File: config.mk
export PLATFORM = sky130hd
export DESIGN_NAME = phase_avg_ctrl
export DESIGN_NICKNAME = d
export VERILOG_FILES = /design/src/rtl/pasel_pkg.sv /design/src/rtl/pasel_seq.sv /design/src/rtl/pasel_decode.sv /design/src/rtl/phase_avg_ctrl.sv
export SDC_FILE = /design/constraint.sdc
export NUM_CORES = 1
export LEC_CHECK = 0
export BUFFER_PORTS_ARGS = -buffer_cell sky130_fd_sc_hd__buf_2
export CAP_MARGIN = 20
export CORE_MARGIN = 2
export CORE_UTILIZATION = 40
export CTS_CLUSTER_DIAMETER = 60
export DETAILED_ROUTE_END_ITERATION = 8
export GPL_ROUTABILITY_DRIVEN = 0
export PLACE_DENSITY = 0.59
export RECOVER_POWER = 25
export SYNTH_ARGS = -nofsm -noshare
export SYNTH_HDL_FRONTEND = slang
export SYNTH_SLANG_ARGS = --single-unit
File: constraint.sdc
create_clock -name clk -period 2.5 [get_ports clk]
set_input_delay 0.5 -clock clk [delete_from_list [all_inputs] [get_ports clk]]
set_output_delay 0.5 -clock clk [all_outputs]
set_load 0.02 [all_outputs]
File: src/rtl/pasel_pkg.sv
package pasel_pkg;

    localparam int DEF_IDX_W  = 5;
    localparam int DEF_FRAC_W = 2;
    localparam int DEF_FINE_W = 2;

    // Upper index is chosen when a running sum of the fraction carries
    // out of the window modulus in this slot.
    function automatic logic pick_upper(input int unsigned slot,
                                        input int unsigned frac,
                                        input int unsigned win);
        return (((slot * frac) % win) + frac) >= win;
    endfunction

endpackage

File: src/rtl/pasel_seq.sv
module pasel_seq #(
    parameter int FRAC_W = pasel_pkg::DEF_FRAC_W
) (
    input  logic [FRAC_W-1:0] slot_i,
    input  logic [FRAC_W-1:0] frac_i,
    input  logic              avg_en_i,
    output logic              pick_up_o
);
    localparam int WIN = 1 << FRAC_W;

    always_comb begin
        pick_up_o = avg_en_i &&
                    pasel_pkg::pick_upper(int'(slot_i), int'(frac_i), WIN);
    end
endmodule

File: src/rtl/pasel_decode.sv
module pasel_decode #(
    parameter int IDX_W  = pasel_pkg::DEF_IDX_W,
    parameter int FINE_W = pasel_pkg::DEF_FINE_W
) (
    input  logic [IDX_W-1:0]         idx_i,
    input  logic                     cmi_en_i,
    output logic                     mux_a_o,
    output logic                     mux_b_o,
    output logic                     invert_o,
    output logic [(1<<FINE_W)-1:0]   therm_o
);
    localparam int THERM_W = 1 << FINE_W;

    logic [FINE_W-1:0] fine;

    // Coarse field is idx_i[IDX_W-1:FINE_W]; three bits in this arrangement.
    assign fine     = idx_i[FINE_W-1:0];
    assign mux_a_o  = idx_i[FINE_W];
    assign mux_b_o  = idx_i[FINE_W+1];
    assign invert_o = idx_i[IDX_W-1];

    for (genvar i = 0; i < THERM_W; i++) begin : g_therm
        assign therm_o[i] = cmi_en_i && (int'(fine) > i);
    end
endmodule

File: src/rtl/phase_avg_ctrl.sv
module phase_avg_ctrl #(
    parameter int IDX_W  = pasel_pkg::DEF_IDX_W,
    parameter int FRAC_W = pasel_pkg::DEF_FRAC_W,
    parameter int FINE_W = pasel_pkg::DEF_FINE_W
) (
    input  logic                       clk,
    input  logic                       rst_n,
    input  logic [IDX_W+FRAC_W-1:0]    code_i,
    input  logic                       avg_en_i,
    input  logic                       cmi_en_i,
    output logic                       mux_a_o,
    output logic                       mux_b_o,
    output logic                       invert_o,
    output logic [(1<<FINE_W)-1:0]     therm_o
);
    localparam int CODE_W  = IDX_W + FRAC_W;
    localparam int THERM_W = 1 << FINE_W;

    typedef struct packed {
        logic [FRAC_W-1:0]  slot;
        logic [CODE_W-1:0]  code;
        logic               avg;
        logic               cmi;
        logic               mux_a;
        logic               mux_b;
        logic               inv;
        logic [THERM_W-1:0] therm;
    } state_t;

    state_t st_d, st_q;

    logic [CODE_W-1:0]  eff_code;
    logic               eff_avg;
    logic               eff_cmi;
    logic [IDX_W-1:0]   base_idx;
    logic [IDX_W-1:0]   sel_idx;
    logic               pick_up;
    logic               dec_mux_a;
    logic               dec_mux_b;
    logic               dec_inv;
    logic [THERM_W-1:0] dec_therm;

    // Window start takes the live inputs; later slots use the held copy.
    always_comb begin
        if (st_q.slot == '0) begin
            eff_code = code_i;
            eff_avg  = avg_en_i;
            eff_cmi  = cmi_en_i;
        end else begin
            eff_code = st_q.code;
            eff_avg  = st_q.avg;
            eff_cmi  = st_q.cmi;
        end
        base_idx = eff_code[CODE_W-1:FRAC_W];
        sel_idx  = pick_up ? base_idx + IDX_W'(1) : base_idx;
    end

    pasel_seq #(.FRAC_W(FRAC_W)) u_seq (
        .slot_i    (st_q.slot),
        .frac_i    (eff_code[FRAC_W-1:0]),
        .avg_en_i  (eff_avg),
        .pick_up_o (pick_up)
    );

    pasel_decode #(.IDX_W(IDX_W), .FINE_W(FINE_W)) u_dec (
        .idx_i    (sel_idx),
        .cmi_en_i (eff_cmi),
        .mux_a_o  (dec_mux_a),
        .mux_b_o  (dec_mux_b),
        .invert_o (dec_inv),
        .therm_o  (dec_therm)
    );

    always_comb begin
        st_d       = st_q;
        st_d.slot  = st_q.slot + FRAC_W'(1);
        st_d.code  = eff_code;
        st_d.avg   = eff_avg;
        st_d.cmi   = eff_cmi;
        st_d.mux_a = dec_mux_a;
        st_d.mux_b = dec_mux_b;
        st_d.inv   = dec_inv;
        st_d.therm = dec_therm;
    end

    always_ff @(posedge clk or negedge rst_n) begin
        if (!rst_n) begin
            st_q <= '0;
        end else begin
            st_q <= st_d;
        end
    end

    assign mux_a_o  = st_q.mux_a;
    assign mux_b_o  = st_q.mux_b;
    assign invert_o = st_q.inv;
    assign therm_o  = st_q.therm;
endmodule

==> impl_metrics.env, run 1 <==
export IMPL_outcome="finished, final reports clean"
export IMPL_dieHeight_um=48.6
export IMPL_first_global_vias=510
export IMPL_max_clock_path_buffers=2
export IMPL_io_pins=18
export IMPL_unrepaired_setup_endpoints_after_global_routing="no"
export IMPL_post_synth_instance_area_um2=795
export IMPL_syn_nets=76
export IMPL_clk_pin_slew_worst_setup_hold_paths_ns=0.09
export IMPL_worst_path_largest_cell_delay_ns=0.40
export IMPL_ctsHoldBuffers=0
export IMPL_finalCritPeriodShare_pct=91.9
export IMPL_crit_path_max_fanout=9
export IMPL_worstSetupEndpointType="flop"
export IMPL_power_density_cell_area_nw_per_um2=533
export IMPL_grt_overflow_total=0
export IMPL_track_usage_pct=11.5
export IMPL_drcViolationCount=0
export IMPL_via_count=464
export IMPL_hp_class="in -> async"
export IMPL_timing_setup_tns_ns=0
export IMPL_finalWirelength_um=1120
export IMPL_core_um2=1920
export IMPL_final_fill_count=198
export IMPL_critPathKind="reg -> reg"
export IMPL_post_synth_top_area_cell="sky130_fd_sc_hd__dfrtp_1"
export IMPL_clock_skew_ns=0.00509
export IMPL_post_drt_wl_per_cell_um=10.3
export IMPL_drt_antenna_violating_nets=0
export IMPL_worstPathBufferInverterCount=1
export IMPL_routed_via_count_divided_by_cell_count=4.30
export IMPL_critPathRequiredTime_ns=2.71
export IMPL_crit_reg2reg_launch="st_q[16]$_DFF_PN0_"
export IMPL_timing_final_hold_violations=0
export IMPL_finalPower_uw=495
export IMPL_drv_slew=0
export IMPL_number_of_search_and_repair_iterations_in_the_first_detailed_routing_pass=2
export IMPL_cp_top_family="adder cells"
export IMPL_hpwl_um=885
export IMPL_synth_seq_cells=17
export IMPL_place_port_buffers=16
export IMPL_syn_to_final_growth_pct=16.9
export IMPL_cp_common_cell="sky130_fd_sc_hd__ha_1"
export IMPL_std_cell_rows=16
export IMPL_grt_pass1_wl_um=2060
export IMPL_worst_slew_pin_transition_ns=0.862
export IMPL_post_cts_resized_instances=0
export IMPL_total_leakage_power_nw=0.438
export IMPL_slew_headroom_pct=42.5
export IMPL_antenna_violations_before_repair=0
export IMPL_critPathLaunchType="flop"
export IMPL_syn_avg_cell_area_um2=12.8
export IMPL_post_layout_net_count=96
export IMPL_antennaDiodeCount=0
export IMPL_grt_max_degree=18
export IMPL_worstSkewPairLatency_ns=0.28
export IMPL_drt_iter0_drc=1
export IMPL_timing_max_cap_violations=0
export IMPL_dieArea_um2=2360
export IMPL_seq_area_frac_synth_pct=53.5
export IMPL_crit_slowest_cell="sky130_fd_sc_hd__dfrtp_1"
export IMPL_cts_inserted_buffers=3
export IMPL_synthDominantCellAreaShare_pct=53.5
export IMPL_synth_top_cells_by_area="sky130_fd_sc_hd__dfrtp_1 54%, sky130_fd_sc_hd__mux2i_1 5.0%, sky130_fd_sc_hd__ha_1 4.7%"
export IMPL_postSynthCellCount=62
export IMPL_setup_viol=0
export IMPL_regToRegSetupSlack_ns=0.20
export IMPL_worst_ir_drop_vdd_mv=0.298
export IMPL_fin_crit_ns=2.30
export IMPL_reg2regPathDepth=10
export IMPL_post_route_cells_drive_above_1_share_pct=39.5
export IMPL_synth_distinct_cells=24
export IMPL_clkSinkCount=17
export IMPL_initial_core_util_pct=41.3
export IMPL_post_cts_setup_buffers=0
export IMPL_die_width_um=48.6
export IMPL_cts_max_level=1
export IMPL_clock_root_buffer="sky130_fd_sc_hd__clkbuf_4"
export IMPL_final_hold_worst_slack_ns=0.297
export IMPL_tritoncts_clock_tree="done"
export IMPL_ys_warn_count=0
export IMPL_rr_endpoint="therm_o[2]$_DFF_PN0_"
export IMPL_fmaxAchievable_ghz=0.435
export IMPL_crit_arrival_ns=2.51
export IMPL_timing_critical_path_cells="inv_1 > ha_1 > mux2_2 > nand2_1 > xor2_1 > ha_1 > a21o_1 > o211ai_4 > or2_1 > a21oi_1"
==> power by group <==
group / internal (mW) / switching (mW)
sequential: 0.287 / 0.00290
combinational: 0.0276 / 0.0393
clock: 0.0619 / 0.0763
==> area by class of cell <==
cell class	instances	area (um^2)	share of cell area, %
repair buffers	20	109	11.7
multi-input cells	32	304	32.7
well taps	27	33.8	3.64
flip-flops and latches	17	425	45.8
inverters	8	30.0	3.23
clock buffers	4	26.3	2.83
==> cell families (layout without fill, tap and decap cells) <==
| kind of cell | after synthesis | in the layout | synth area share [%] |
|---|---|---|---|
| simple gates | 10 | 10 | 7.40 |
| xor+xnor | 4 | 4 | 4.41 |
| other cells | 1 | 1 | 0.472 |
| fa+ha+maj | 3 | 3 | 4.72 |
| mux | 9 | 9 | 13.4 |
| compound gates | 5 | 5 | 7.09 |
| buf+inv | 13 | 32 | 8.98 |
| flops | 17 | 17 | 53.5 |
==> cells in the mapped netlist, drive strengths merged <==
cell / number
a211oi: 1
a21o: 1
a21oi: 1
a311oi: 1
buf: 5
conb: 1
dfrtp: 17
ha: 3
inv: 8
mux2: 4
mux2i: 5
nand2: 3
nand3: 1
nor2: 2
nor3: 1
nor4: 2
o211ai: 1
or2: 1
xnor2: 2
xor2: 2
==> routing by layer <==
metal  up-vias  global-route usage (%)  share of wire (%)
li1        237                       -                  -
met1       217                    13.7                 47
met2         8                    18.1                 47
met3         2                    3.70                4.4
met4         0                    7.14                1.3
met5         -                       0                  0
==> cell usage in the layout (no fill, tap or decap) <==
| cell | instances |
|---|---|
| sky130_fd_sc_hd__a211oi_1 | 1 |
| sky130_fd_sc_hd__a21o_1 | 1 |
| sky130_fd_sc_hd__a21oi_1 | 1 |
| sky130_fd_sc_hd__a311oi_2 | 1 |
| sky130_fd_sc_hd__buf_2 | 15 |
| sky130_fd_sc_hd__buf_4 | 4 |
| sky130_fd_sc_hd__clkbuf_1 | 2 |
| sky130_fd_sc_hd__clkbuf_4 | 3 |
| sky130_fd_sc_hd__conb_1 | 1 |
| sky130_fd_sc_hd__dfrtp_1 | 17 |
| sky130_fd_sc_hd__ha_1 | 3 |
| sky130_fd_sc_hd__inv_1 | 8 |
| sky130_fd_sc_hd__mux2_2 | 2 |
| sky130_fd_sc_hd__mux2_4 | 2 |
| sky130_fd_sc_hd__mux2i_1 | 4 |
| sky130_fd_sc_hd__mux2i_2 | 1 |
| sky130_fd_sc_hd__nand2_1 | 3 |
| sky130_fd_sc_hd__nand3_1 | 1 |
| sky130_fd_sc_hd__nor2_1 | 2 |
| sky130_fd_sc_hd__nor3_2 | 1 |
| sky130_fd_sc_hd__nor4_2 | 2 |
| sky130_fd_sc_hd__o211ai_4 | 1 |
| sky130_fd_sc_hd__or2_1 | 1 |
| sky130_fd_sc_hd__xnor2_1 | 2 |
| sky130_fd_sc_hd__xor2_1 | 2 |
==> worst reg2reg max path: cells and delay by family (launching register included) <==
family,cells,cell delay (ns)
simple gates,2,0.33
buf+inv,1,0.08
xor+xnor,1,0.15
fa+ha+maj,2,0.48
flops,1,0.40
mux,1,0.39
compound gates,3,0.41
==> flip-flops by register name, indices dropped and copies added, names as in the netlist <==
signal	count
mux_b_o	1
invert_o	1
mux_a_o	1
therm_o	3
st_q	11
==> per-stage QoR <==
stage               setup WS, ns  instances  instance area (um^2)  utilization (%)
global route             0.00297        108                   928             48.3
global placement           0.215        104                   897             46.7
finish                     0.202        108                   928             48.3
floorplan                  0.283         62                   795                -
CTS                        0.118        108                   923             48.0
detailed placement         0.150        104                   897             46.7
==> worst max-delay path by stage <==
stage,from,endpoint,slack [ns],cells past startpoint
global placement,st_q[16]$_DFF_PN0_,mux_b_o$_DFF_PN0_,0.21,10
floorplan,st_q[16]$_DFF_PN0_,mux_b_o$_DFF_PN0_,0.28,11
CTS,st_q[16]$_DFF_PN0_,mux_b_o$_DFF_PN0_,0.12,10
global route,st_q[16]$_DFF_PN0_,therm_o[2]$_DFF_PN0_,0.003,10
detailed placement,st_q[16]$_DFF_PN0_,mux_b_o$_DFF_PN0_,0.15,10
finish,st_q[16]$_DFF_PN0_,therm_o[2]$_DFF_PN0_,0.20,10
(Power assumes the default switching activity.)
==> run 2: changes to the inputs <==
==> constraint.sdc (replaced) <==
create_clock -name clk -period 2.5 [get_ports clk]
set_input_delay 0 -clock clk [delete_from_list [all_inputs] [get_ports clk]]
set_output_delay 0 -clock clk [all_outputs]
set_load 0.02 [all_outputs]
==> impl_metrics.env, run 2 (synthesis results as in run 1) <==
export IMPL_final_fill_count=189
export IMPL_mostFrequentLayoutCells="17 x sky130_fd_sc_hd__dfrtp_1, 15 x sky130_fd_sc_hd__buf_2, 8 x sky130_fd_sc_hd__inv_1, 7 x sky130_fd_sc_hd__dlygate4sd3_1"
export IMPL_post_route_cells_drive_above_1_share_pct=36.4
export IMPL_max_clock_path_buffers=2
export IMPL_clock_root_buffer="sky130_fd_sc_hd__clkbuf_4"
export IMPL_number_of_search_and_repair_iterations_in_the_first_detailed_routing_pass=2
export IMPL_critPathLaunchType="flop"
export IMPL_post_layout_net_count=103
export IMPL_outcome="finished, final reports clean"
export IMPL_finalCritPeriodShare_pct=92.0
export IMPL_die_width_um=48.6
export IMPL_clk_pin_slew_worst_setup_hold_paths_ns=0.09
export IMPL_dieHeight_um=48.6
export IMPL_post_cts_setup_buffers=0
export IMPL_regToRegSetupSlack_ns=0.20
export IMPL_tritoncts_clock_tree="done"
export IMPL_worstSkewPairLatency_ns=0.28
export IMPL_drcViolationCount=0
export IMPL_timing_final_hold_violations=0
export IMPL_fin_cells=115
export IMPL_clkSinkCount=17
export IMPL_routed_via_count_divided_by_cell_count=4.22
export IMPL_total_leakage_power_nw=0.468
export IMPL_registers_top_by_ff_count="st_q"
export IMPL_multi_input_comb_area_um2=304
export IMPL_setup_viol=0
export IMPL_grt_max_degree=18
export IMPL_drt_iter0_drc=2
export IMPL_final_hold_worst_slack_ns=0.0219
export IMPL_timing_max_cap_violations=0
export IMPL_worstSetupEndpointType="flop"
export IMPL_finalWirelength_um=1150
export IMPL_drt_antenna_violating_nets=0
export IMPL_grt_pass1_wl_um=2130
export IMPL_place_port_buffers=16
export IMPL_initial_core_util_pct=41.3
export IMPL_track_usage_pct=11.8
export IMPL_antenna_violations_before_repair=0
export IMPL_max_ffs_per_register=11
export IMPL_syn_to_final_growth_pct=25.7
export IMPL_worst_ir_drop_vdd_mv=0.300
export IMPL_post_drt_wl_per_cell_um=10.0
export IMPL_clock_skew_ns=0.00408
export IMPL_hp_class="in -> reg"
export IMPL_timing_setup_tns_ns=0
export IMPL_cts_max_level=1
export IMPL_fmaxAchievable_ghz=0.435
export IMPL_critPathRequiredTime_ns=2.71
export IMPL_worst_slew_pin_transition_ns=0.868
export IMPL_unrepaired_setup_endpoints_after_global_routing="no"
export IMPL_cts_inserted_buffers=3
export IMPL_hpwl_um=885
export IMPL_dp_slack_ns=0.150
export IMPL_critPathKind="reg -> reg"
export IMPL_grt_overflow_total=0
export IMPL_layout_cells_most_common="sky130_fd_sc_hd__dfrtp_1"
export IMPL_drv_slew=0
export IMPL_power_density_cell_area_nw_per_um2=504
export IMPL_regArea_um2=425
export IMPL_core_um2=1920
export IMPL_std_cell_rows=16
export IMPL_via_count=485
export IMPL_dieArea_um2=2360
export IMPL_io_pins=18
export IMPL_setup_ws_final_ns=0.199
export IMPL_fin_crit_ns=2.30
export IMPL_antennaDiodeCount=0
export IMPL_crit_arrival_ns=2.51
export IMPL_crit_path_max_fanout=9
export IMPL_slew_headroom_pct=42.2
export IMPL_numPlacedInstances=104
export IMPL_first_global_vias=520
[run 2: final timing paths]
path                                         start                    to  cells after the start
worst min-delay path                      cmi_en_i     st_q[7]$_DFF_PN0_                      3
worst max-delay path            st_q[16]$_DFF_PN0_  therm_o[2]$_DFF_PN0_                     10
min in group asynchronous                    rst_n  therm_o[0]$_DFF_PN0_                      2
worst min register to register  st_q[16]$_DFF_PN0_    st_q[16]$_DFF_PN0_                      1
max in group asynchronous                    rst_n    st_q[16]$_DFF_PN0_                      2
worst max register to register  st_q[16]$_DFF_PN0_  therm_o[2]$_DFF_PN0_                     10
[run 2: per-layer routing]
layer	track usage, %	vias up	wire [um]
li1	-	250	-
met4	7.14	0	14
met1	14.5	225	543
met3	3.70	2	46
met5	0	-	0
met2	18.3	8	549
[run 2: layout make-up]
class | count | area share (%)
Tap cell | 27 | 3.38
Timing Repair Buffer | 27 | 17.9
Inverter | 8 | 3.01
Multi-Input combinational cell | 32 | 30.5
Sequential cell | 17 | 42.6
Clock buffer | 4 | 2.63
[run 2: power by group]
part | switching (mW) | internal [mW]
logic | 0.0404 | 0.0347
clock network | 0.0759 | 0.0619
registers | 0.00293 | 0.287
[run 2: worst max-delay path, cell delays in order, from the launching register on]
cell,delay [ns]
sky130_fd_sc_hd__dfrtp_1,0.40
sky130_fd_sc_hd__inv_1,0.08
sky130_fd_sc_hd__ha_1,0.25
sky130_fd_sc_hd__mux2_2,0.39
sky130_fd_sc_hd__nand2_1,0.08
sky130_fd_sc_hd__xor2_1,0.15
sky130_fd_sc_hd__ha_1,0.24
sky130_fd_sc_hd__a21o_1,0.14
sky130_fd_sc_hd__o211ai_4,0.13
sky130_fd_sc_hd__or2_1,0.25
sky130_fd_sc_hd__a21oi_1,0.14
[run 2: timing repair]
| action | 4_1_cts | 5_1_grt |
|---|---|---|
| hold endpoints to repair | 23 | 0 |
| hold buffers | 7 | 0 |
| resized for setup | 0 | 1 |
| endpoints found under the setup margin | 0 | 1 |
[run 2: metrics by stage]
step | utilization (%) | power [mW] | instance area [um^2]
after floorplan | - | 0.342 | 795
after global placement | 46.7 | 0.362 | 897
final | 52.0 | 0.503 | 998
after global routing | 52.0 | 0.530 | 998
after detailed placement | 46.7 | 0.364 | 897
after CTS | 51.7 | 0.515 | 993
==> run 3: changes to the inputs <==
Settings changed: CORE_MARGIN 2 to not set.
==> impl_metrics.env, run 3 (synthesis results as in run 1) <==
export IMPL_dieHeight_um=46.6
export IMPL_critPathKind="reg -> reg"
export IMPL_grt_max_degree=18
export IMPL_drcViolationCount=0
export IMPL_layout_cell_area_non_filler_um2=990
export IMPL_worstSkewPairLatency_ns=0.29
export IMPL_die_width_um=46.6
export IMPL_core_um2=1800
export IMPL_power_net_switching_uw=132
export IMPL_hp_class="in -> reg"
export IMPL_total_leakage_power_nw=0.466
export IMPL_crit_arrival_ns=2.56
export IMPL_drt_iter0_drc=2
export IMPL_mostFrequentLayoutCells="17 x sky130_fd_sc_hd__dfrtp_1, 15 x sky130_fd_sc_hd__buf_2, 8 x sky130_fd_sc_hd__inv_1, 7 x sky130_fd_sc_hd__dlygate4sd3_1, 4 x sky130_fd_sc_hd__mux2i_1"
export IMPL_cts_inserted_buffers=3
export IMPL_critPathRequiredTime_ns=2.72
export IMPL_number_of_search_and_repair_iterations_in_the_first_detailed_routing_pass=3
export IMPL_initial_core_util_pct=44.1
export IMPL_io_pins=18
export IMPL_fin_crit_ns=2.34
export IMPL_first_global_vias=435
export IMPL_power_density_cell_area_nw_per_um2=517
export IMPL_internal_power_uw=380
export IMPL_post_layout_net_count=102
export IMPL_timing_setup_tns_ns=0
export IMPL_outcome="finished, final reports clean"
export IMPL_worst_ir_drop_vdd_mv=0.323
export IMPL_antennaDiodeCount=0
export IMPL_dieArea_um2=2170
export IMPL_registers_top_by_ff_count="st_q"
export IMPL_worstSetupEndpointType="flop"
export IMPL_post_dp_cell_area_um2=887
export IMPL_max_ffs_per_register=11
export IMPL_std_cell_rows=15
export IMPL_finalCritPeriodShare_pct=93.5
export IMPL_clkSinkCount=17
export IMPL_timing_max_cap_violations=0
export IMPL_clock_skew_ns=0.00767
export IMPL_timing_final_hold_violations=0
export IMPL_antenna_violations_before_repair=0
export IMPL_clk_pin_slew_worst_setup_hold_paths_ns=0.10
export IMPL_timing_critical_path_cells="inv_1 > ha_1 > mux2_2 > nand2_1 > xor2_1 > ha_1 > a21o_1 > o211ai_4 > or2_1 > a21oi_1"
export IMPL_post_route_cells_drive_above_1_share_pct=36.8
export IMPL_track_usage_pct=13.1
export IMPL_layout_cells_most_common="sky130_fd_sc_hd__dfrtp_1"
export IMPL_proportion_of_power_drawn_by_the_clock_network_pct=28.6
export IMPL_cp_top_family="adder cells"
export IMPL_drt_antenna_violating_nets=0
export IMPL_routed_via_count_divided_by_cell_count=4.51
export IMPL_clock_root_buffer="sky130_fd_sc_hd__clkbuf_4"
export IMPL_worst_path_largest_cell_delay_ns=0.41
export IMPL_crit_slowest_cell="sky130_fd_sc_hd__dfrtp_1"
export IMPL_syn_to_final_growth_pct=24.6
export IMPL_unrepaired_setup_endpoints_after_global_routing="no"
export IMPL_power_share_sequential_pct=56.6
export IMPL_tritoncts_clock_tree="done"
export IMPL_cp_common_cell="sky130_fd_sc_hd__ha_1"
export IMPL_critPathLaunchType="flop"
export IMPL_finalWirelength_um=1300
export IMPL_power_share_switching_pct=25.7
export IMPL_grt_overflow_total=0
export IMPL_via_count=505
export IMPL_fmaxAchievable_ghz=0.428
export IMPL_worst_slew_pin_transition_ns=0.937
export IMPL_cts_max_level=1
export IMPL_worstPathBufferInverterCount=1
export IMPL_crit_path_max_fanout=9
export IMPL_setup_viol=0
export IMPL_max_clock_path_buffers=2
export IMPL_comb_power_share_pct=14.7
export IMPL_place_port_buffers=16
export IMPL_grt_pass1_wl_um=1860
export IMPL_slew_headroom_pct=37.5
export IMPL_hpwl_um=875
export IMPL_post_drt_wl_per_cell_um=11.6
export IMPL_post_cts_setup_buffers=0
export IMPL_drv_slew=0
==> run 3: path summary, 6_finish.rpt <==
check / from / end / slack [ns] / cells past startpoint
hold / removal: code_i[3] / st_q[12]$_DFF_PN0_ / 0.02 / 3
max in group asynchronous: rst_n / invert_o$_DFF_PN0_ / 1.56 / 2
setup / recovery: st_q[16]$_DFF_PN0_ / therm_o[2]$_DFF_PN0_ / 0.16 / 10
hold reg to reg: st_q[16]$_DFF_PN0_ / st_q[16]$_DFF_PN0_ / 0.48 / 1
min in group asynchronous: rst_n / therm_o[1]$_DFF_PN0_ / 0.37 / 2
setup reg to reg: st_q[16]$_DFF_PN0_ / therm_o[2]$_DFF_PN0_ / 0.16 / 10
==> run 3: metal layers <==
layer	wire length, um	global-route usage (%)
met5	0	0
met2	602	19.7
met4	12	10.6
met1	636	16.0
met3	45	2.35
==> run 3: power groups by stage <==
stage	Combinational (mW)	Sequential [mW]	Clock [mW]
finish	0.0754	0.290	0.147
global route	0.0829	0.291	0.165
CTS	0.0756	0.290	0.157
detailed placement	0.0667	0.296	0
global placement	0.0658	0.295	0
floorplan	0.0436	0.299	0
==> run 3: through the flow <==
stage                     utilization, %  hold WS [ns]  instances  total power [mW]  worst slack [ns]
final                               54.9        0.0188        112             0.512             0.162
after global routing                54.9        0.0397        112             0.540           0.00212
after CTS                           54.7       0.00422        112             0.522            0.0875
after detailed placement            49.2       -0.0560        101             0.362             0.117
after global placement              49.2       -0.0595        101             0.361             0.221
after floorplan                        -        -0.296         62             0.342             0.283
==> run 3: final cells by class <==
| class | count | area (um^2) |
|---|---|---|
| fill | 185 | 812 |
| sequential | 17 | 425 |
| multi-input combinational | 32 | 304 |
| timing repair buffer | 26 | 171 |
| tap | 25 | 31.3 |
| inverter | 8 | 30.0 |
| clock buffer | 3 | 22.5 |
| clock inverter | 1 | 5.00 |
==> run 3: worst min-delay path, stage by stage <==
cell	delay, ns
sky130_fd_sc_hd__buf_2	0.07
sky130_fd_sc_hd__mux2i_1	0.09
sky130_fd_sc_hd__inv_1	0.11
==> run 3: timing repair <==
action,4_1_cts,5_1_grt
endpoints found under the setup margin,0,1
hold buffers,7,0
hold endpoints to repair,23,0
resized for setup,0,1
